## src/rtl/nbr_pkg.sv

```systemverilog
package nbr_pkg;
  typedef enum logic [2:0] {
    OP_NONE   = 3'd0,
    OP_BEQI   = 3'd1,
    OP_BNEI   = 3'd2,
    OP_BEQB   = 3'd3,
    OP_BNEB   = 3'd4,
    OP_CALL   = 3'd5,
    OP_RET    = 3'd6,
    OP_SECURE = 3'd7
  } nbr_op_e;
endpackage

```

## src/rtl/nbr_cond.sv

```systemverilog
module nbr_cond
  import nbr_pkg::*;
#(
  parameter int DW = 16,
  parameter int FW = 6,
  parameter int AW = 8,
  parameter int OW = 8
) (
  input  nbr_op_e         op,
  input  logic [DW-1:0]   src_val,
  input  logic [FW-1:0]   fld,
  input  logic [AW-1:0]   pc,
  input  logic [OW-1:0]   rel_off,
  output logic            is_branch,
  output logic            taken,
  output logic [AW-1:0]   target
);
  // Field 0: whole source zero; field k: bit k-1 clear (out-of-range bits clear).
  function automatic logic bit_cond(input logic [DW-1:0] s, input logic [FW-1:0] f);
    logic hit;
    hit = 1'b0;
    if (f == '0) return (s == '0);
    for (int i = 0; i < DW; i++)
      if (f == FW'(i + 1)) hit = s[i];
    return !hit;
  endfunction

  function automatic logic imm_equal(input logic [DW-1:0] s, input logic [FW-1:0] f);
    return s == DW'(f);
  endfunction

  function automatic logic [AW-1:0] rel_target(input logic [AW-1:0] p, input logic [OW-1:0] o);
    return p + AW'($signed(o));
  endfunction

  always_comb begin
    is_branch = 1'b0;
    taken     = 1'b0;
    unique case (op)
      OP_BEQI: begin is_branch = 1'b1; taken =  imm_equal(src_val, fld); end
      OP_BNEI: begin is_branch = 1'b1; taken = !imm_equal(src_val, fld); end
      OP_BEQB: begin is_branch = 1'b1; taken =  bit_cond(src_val, fld);  end
      OP_BNEB: begin is_branch = 1'b1; taken = !bit_cond(src_val, fld);  end
      default: ;
    endcase
  end

  assign target = rel_target(pc, rel_off);
endmodule

```

## src/rtl/nbr_ras.sv

```systemverilog
module nbr_ras #(
  parameter int AW    = 8,
  parameter int DEPTH = 2,
  localparam int LW   = $clog2(DEPTH + 1)
) (
  input  logic          clk,
  input  logic          rst_n,
  input  logic          push,
  input  logic          pop,
  input  logic [AW-1:0] push_addr,
  output logic [AW-1:0] top,
  output logic [LW-1:0] level,
  output logic          full,
  output logic          empty
);
  logic [AW-1:0] slot_q [DEPTH];

  assign full  = (level == LW'(DEPTH));
  assign empty = (level == '0);

  generate
    for (genvar g = 0; g < DEPTH; g++) begin : g_slot
      always_ff @(posedge clk) begin
        if (!rst_n)                          slot_q[g] <= '0;
        else if (push && level == LW'(g))    slot_q[g] <= push_addr;
      end
    end
  endgenerate

  always_ff @(posedge clk) begin
    if (!rst_n)    level <= '0;
    else if (push) level <= level + LW'(1);
    else if (pop)  level <= level - LW'(1);
  end

  always_comb begin
    top = '0;
    for (int i = 0; i < DEPTH; i++)
      if (level == LW'(i + 1)) top = slot_q[i];
  end

  a_r10_level_bound: assert property (@(posedge clk) disable iff (!rst_n)
    level <= LW'(DEPTH));
  a_r10_no_push_full: assert property (@(posedge clk) disable iff (!rst_n)
    !(push && full));
  a_r10_no_pop_empty: assert property (@(posedge clk) disable iff (!rst_n)
    !(pop && empty));
endmodule

```

## src/rtl/nbr_seq.sv

```systemverilog
module nbr_seq
  import nbr_pkg::*;
#(
  parameter int DW    = 16,
  parameter int FW    = 6,
  parameter int AW    = 8,
  parameter int OW    = 8,
  parameter int DEPTH = 2,
  localparam int LW   = $clog2(DEPTH + 1)
) (
  input  logic          clk,
  input  logic          rst_n,
  input  logic          step,
  input  logic [2:0]    op,
  input  logic [DW-1:0] src_val,
  input  logic [FW-1:0] fld,
  input  logic [OW-1:0] rel_off,
  input  logic [AW-1:0] abs_tgt,
  input  logic          ret_int,
  input  logic          sec_grant,
  output logic [AW-1:0] pc,
  output logic          slot_pending,
  output logic [LW-1:0] ras_level,
  output logic          stack_err,
  output logic          int_exit,
  output logic          secure_mode
);
  nbr_op_e       op_e;
  logic          br_is, br_take;
  logic [AW-1:0] br_target, ras_top, tgt_q;
  logic          ras_full, ras_empty;
  logic [AW-1:0] pc_nxt, tgt_nxt;
  logic          pend_nxt;

  // Named internal events
  logic ev_eval, ev_redirect, ev_branch, ev_push, ev_pop, ev_overflow;
  logic ev_underflow, ev_iret, ev_secure_ok;

  assign op_e = nbr_op_e'(op);

  nbr_cond #(.DW(DW), .FW(FW), .AW(AW), .OW(OW)) cond_i (
    .op(op_e), .src_val(src_val), .fld(fld), .pc(pc), .rel_off(rel_off),
    .is_branch(br_is), .taken(br_take), .target(br_target)
  );

  assign ev_eval      = step && !slot_pending;
  assign ev_redirect  = step && slot_pending;
  assign ev_branch    = ev_eval && br_is && br_take;
  assign ev_push      = ev_eval && (op_e == OP_CALL) && !ras_full;
  assign ev_overflow  = ev_eval && (op_e == OP_CALL) && ras_full;
  assign ev_pop       = ev_eval && (op_e == OP_RET) && !ras_empty;
  assign ev_underflow = ev_eval && (op_e == OP_RET) && ras_empty;
  assign ev_iret      = ev_pop && ret_int;
  assign ev_secure_ok = ev_eval && (op_e == OP_SECURE) && sec_grant;

  nbr_ras #(.AW(AW), .DEPTH(DEPTH)) ras_i (
    .clk(clk), .rst_n(rst_n), .push(ev_push), .pop(ev_pop),
    .push_addr(pc + AW'(2)), .top(ras_top), .level(ras_level),
    .full(ras_full), .empty(ras_empty)
  );

  always_comb begin
    pc_nxt   = pc + AW'(1);
    pend_nxt = 1'b0;
    tgt_nxt  = tgt_q;
    if (slot_pending) begin
      pc_nxt = tgt_q;
    end else if (ev_secure_ok) begin
      pc_nxt = pc + AW'(3);
    end else if (ev_branch) begin
      pend_nxt = 1'b1;
      tgt_nxt  = br_target;
    end else if (ev_push) begin
      pend_nxt = 1'b1;
      tgt_nxt  = abs_tgt;
    end else if (ev_pop) begin
      pend_nxt = 1'b1;
      tgt_nxt  = ras_top;
    end
  end

  always_ff @(posedge clk) begin
    if (!rst_n) begin
      pc           <= '0;
      slot_pending <= 1'b0;
      tgt_q        <= '0;
      stack_err    <= 1'b0;
      int_exit     <= 1'b0;
      secure_mode  <= 1'b0;
    end else begin
      stack_err <= ev_overflow || ev_underflow;
      int_exit  <= ev_iret;
      if (step) begin
        pc           <= pc_nxt;
        slot_pending <= pend_nxt;
        tgt_q        <= tgt_nxt;
      end
      if (ev_secure_ok) secure_mode <= src_val[0];
    end
  end

  a_r2_hold: assert property (@(posedge clk) disable iff (!rst_n)
    !step |=> $stable(pc) && $stable(ras_level));
  a_r6_redirect: assert property (@(posedge clk) disable iff (!rst_n)
    ev_redirect |=> (pc == $past(tgt_q)) && !slot_pending);
  a_r6_slot_first: assert property (@(posedge clk) disable iff (!rst_n)
    (ev_branch || ev_push || ev_pop) |=> (pc == $past(pc) + AW'(1)) && slot_pending);
  a_r7_slot_quiet: assert property (@(posedge clk) disable iff (!rst_n)
    ev_redirect |=> $stable(ras_level) && $stable(secure_mode));
  a_r9_iret_pulse: assert property (@(posedge clk) disable iff (!rst_n)
    ev_iret |=> int_exit);
  a_r10_overflow: assert property (@(posedge clk) disable iff (!rst_n)
    (ev_overflow || ev_underflow) |=> stack_err && !slot_pending
      && (pc == $past(pc) + AW'(1)) && $stable(ras_level));
  a_r11_secure_skip: assert property (@(posedge clk) disable iff (!rst_n)
    ev_secure_ok |=> (pc == $past(pc) + AW'(3)) && !slot_pending);
endmodule

```

## config.mk

```make
export PLATFORM = sky130hd
export DESIGN_NAME = nbr_seq
export DESIGN_NICKNAME = d
export VERILOG_FILES = /design/src/rtl/nbr_pkg.sv /design/src/rtl/nbr_cond.sv /design/src/rtl/nbr_ras.sv /design/src/rtl/nbr_seq.sv
export SDC_FILE = /design/constraint.sdc
export NUM_CORES = 1
export LEC_CHECK = 0
export BUFFER_PORTS_ARGS = -buffer_cell sky130_fd_sc_hd__buf_4
export CAP_MARGIN = 15
export CORE_AREA = 8 8 84 86
export DETAILED_ROUTE_END_ITERATION = 12
export DIE_AREA = 0 0 92 94
export PLACE_DENSITY = 0.76
export SKIP_LAST_GASP = 1
export SLEW_MARGIN = 40
export SYNTH_ARGS = -nofsm -noshare
export SYNTH_HDL_FRONTEND = slang
export SYNTH_SLANG_ARGS = --single-unit
```

## constraint.sdc

```tcl
create_clock -name clk -period 2.1 [get_ports clk]
set_input_delay 0.105 -clock clk [delete_from_list [all_inputs] [get_ports clk]]
set_output_delay 0.105 -clock clk [all_outputs]
set_load 0.02 [all_outputs]
```

==> metrics.md <==
| Metric | Value |
|---|---|
| Crit share post-route | 0.9916 |
| Mapped Area | approximately 0.0028 mm2 |
| Leading area contributor after synthesis | edfxtp_1 |
| Ports | 60 |
| Main synth FF type | dfxtp_1 |
| # DRC | 0 |
| Actual slew at the worst max-slew pin | ~0.60 ns |
| Most numerous cell in the Yosys netlist | nor2_1 |
| FFs w/ async S/R, synth | 0 |
| Top cells by area, synth | edfxtp_1, dfxtp_1, nor2_1 |
| Final hold violations | 0 |
| Share of post-route cells with drive strength above 1 | 0.2542 |
| Syn. warnings | 0 |
| GR met3 Demand/Resource | 0.04237 |
| Crit path time final | 2.082 ns |
| Max IR drop VDD | about 0.0005 V |
| Core Box Area | ~0.0057 mm2 |
| Top cell type's share of synthesized area | 0.1728 |
| Worst r2r path cells | 8 |
| Flops & latches, synth | 38 |
| Max-slew violation count | 0 |
| RR Endpoint | tgt_q[2]$_SDFFE_PN0P_ |
| H-tree depth | 2 |
| Max Cap Viol | 0 |
| Remaining antenna violation count | 0 |
| TritonCTS clock tree | done |
| Setup-failing EPs final | 0 |
| Post-Syn Nets | slightly above 400 |
| Global-route wire length before repair | approximately 13 mm |
| Top Usage Layer GRT | met2 |
| Die W | just over 90 um |
| Fmax | between 400 and 500 MHz |
| Initial antenna violation count | 0 |
| Post-CTS Hold Fix Bufs | 0 |
| DP HPWL | 6.161 mm |
| Routed vias/inst | roughly 5.7 |
| Met1 GRT Util | 0.2156 |
| Max-slew headroom | 0.5966 |
| Pwr/cell area | roughly 500 mW/mm2 |
| Row Count | 28 |
| Num CTS Buffers | 5 |
| Average wire per standard cell | between 15 and 20 um |
| Number of flops mapped to enable cells by yosys | 16 |
| Mean Syn Cell Area | approximately 8 um2 |
| GR Util met2 | 0.3153 |
| Crit path launch | slot_pending$_SDFFE_PN0P_ |
| Ant. Diodes | 0 |
| Outcome | finished clean |
| GRT Residual Overflow | 0 |
| Sequential area share after synthesis | 0.3312 |
| Yosys cell types | 54 |
| Fin Setup TNS | 0 ns |
| Cells after Synth | 348 |
| Largest net degree at the start of global routing | 20 |
| Critical Path AT | between 2 and 2.5 ns |
| Worst-path maximum fanout | 14 |
| Height of the chip | 94 um |
| Initial DRC count | 117 |
| Total track usage | 0.1806 |
| Nets | 480 |
| Routability cong. | between 0.8 and 0.9 |
| FF-to-FF Start | slot_pending$_SDFFE_PN0P_ |
| Clock latency on the worst-skew pair | between 0.2 and 0.3 ns |
| Clock Tree Root | clkbuf_8 |
| Leakage | 1.481 nW |
| CTS Sinks | 38 |
| Die area | around 0.0086 mm2 |
| Initial Util | 0.4839 |
| Fin util | 0.6259 |
| Worst min path class | input port to flop |
| Area Overhead vs Synth | 29.34% |
| Number of global-route vias before repair | between 2,000 and 3,000 |
| Drt first pass iters | 4 |
| Crit path kind | flop to flop |
| Routed vias | ~2,800 |
| Final WL | approximately 8.0 mm |
| Setup slack, reg-to-reg | approximately 0.018 ns |
| Top post-synthesis cells by count | nor2_1, nand2_1, dfxtp_1 |
| Port bufs | between 50 and 60 |
| Clock-pin slew on the worst setup and hold paths | ~0.08 ns |
| Setup crit end | tgt_q[2]$_SDFFE_PN0P_ |
| CP required | 2.29 ns |
| RSZ-0062 raised after global routing | yes |
| Worst setup SP type | flop |
| CP Capture Type | flop |
| Clock Path Buffers | 2 |
| Final Skew | 0.01224 ns |
## metrics by stage
stage | power, mW | hold slack [ns] | setup WS (ns) | cells | area (um2)
4_1_cts | 1.844 | 0.04487 | 0.005312 | 495 | 3540
5_1_grt | 1.928 | 0.04179 | -0.06646 | 496 | 3596
6_report | 1.851 | 0.04124 | 0.01763 | 496 | 3596
3_5_place_dp | 1.236 | 0.3518 | -0.03911 | 487 | 3433
3_3_place_gp | 1.226 | 0.3436 | 0.01352 | 487 | 3433
2_1_floorplan | 1.058 | 0.2410 | -0.03623 | 348 | 2815
## flip-flops by register name (all words and copies together) (netlist names)
register,count
stack_err,1
tgt_q,8
slot_pending,1
ras_i.level,2
pc,8
ras_i.slot_q,16
int_exit,1
secure_mode,1
## cells by family (layout without fill, tap and decap cells)
family | count (synthesis) | in the layout | synth area share
muxes | 9 | 9 | 0.03330
buffers and inverters | 34 | 107 | 0.05176
DFF | 38 | 38 | 0.3312
and+or+nand+nor | 149 | 149 | 0.2556
adders and majority gates | 14 | 14 | 0.06841
xor gates and xnor gates | 17 | 17 | 0.05356
AOI/OAI and AO/OA | 87 | 87 | 0.2061
## routing by layer
metal  share of wire  vias up
met5               0        -
met3           0.064       17
met4           0.018        0
met2            0.48       99
met1            0.43     1319
li1                -     1400
## worst max-delay path, stage by stage (launching register included)
cell and delay [ns]:
dfxtp_4 0.34, nand3b_1 0.16, buf_4 0.17, nor2_1 0.21
buf_4 0.24, a211oi_1 0.11, nor3_1 0.41, a2111oi_2 0.11
a211oi_1 0.22
## cells in the final DEF (no fill, tap or decap), types with 5 or more instances in the layout
master,Yosys,routed
buf_4,3,81
nor2_1,49,49
nand2_1,40,40
a21oi_1,19,19
dfxtp_1,22,19
o21ai_0,18,17
edfxtp_1,16,16
inv_1,16,15
a211oi_1,13,13
nand3_1,13,11
ha_1,12,11
xor2_1,9,9
xnor2_1,8,8
nor2b_1,9,8
mux2i_1,7,7
o31ai_1,7,7
nor3_1,9,7
clkbuf_8,0,5
## worst min path at each step
stage                     startpoint                        to  slack [ns]  cells past startpoint
after global routing         ret_int       int_exit$_SDFF_PN0_        0.04                      2
after global placement       ret_int       int_exit$_SDFF_PN0_        0.34                      2
after floorplan           src_val[0]  secure_mode$_SDFFE_PN0P_        0.24                      2
final                        ret_int       int_exit$_SDFF_PN0_        0.04                      2
after CTS                    ret_int       int_exit$_SDFF_PN0_        0.04                      2
after detailed placement     ret_int       int_exit$_SDFF_PN0_        0.35                      2
## power breakdown
group          internal, mW  leakage, nW  switching, mW
Combinational         0.189         1.08          0.225
Sequential            0.799        0.346         0.0193
Clock                 0.351       0.0528          0.267
## area by class of cell
cell class / instances / area, um2
clock inverter: 2 / 33.78
fill: 531 / 2150
inverter: 18 / 67.56
timing repair buffer: 81 / 608.1
tap: 75 / 93.84
multi-input combinational: 276 / 1793
sequential: 38 / 927.1
clock buffer: 6 / 72.57
## timing repair
action,CTS,global route
endpoints found under the setup margin,0,8
buffers inserted,0,1
hold endpoints to repair,0,0
gates resized for setup,0,11
(Power assumes the default switching activity.)
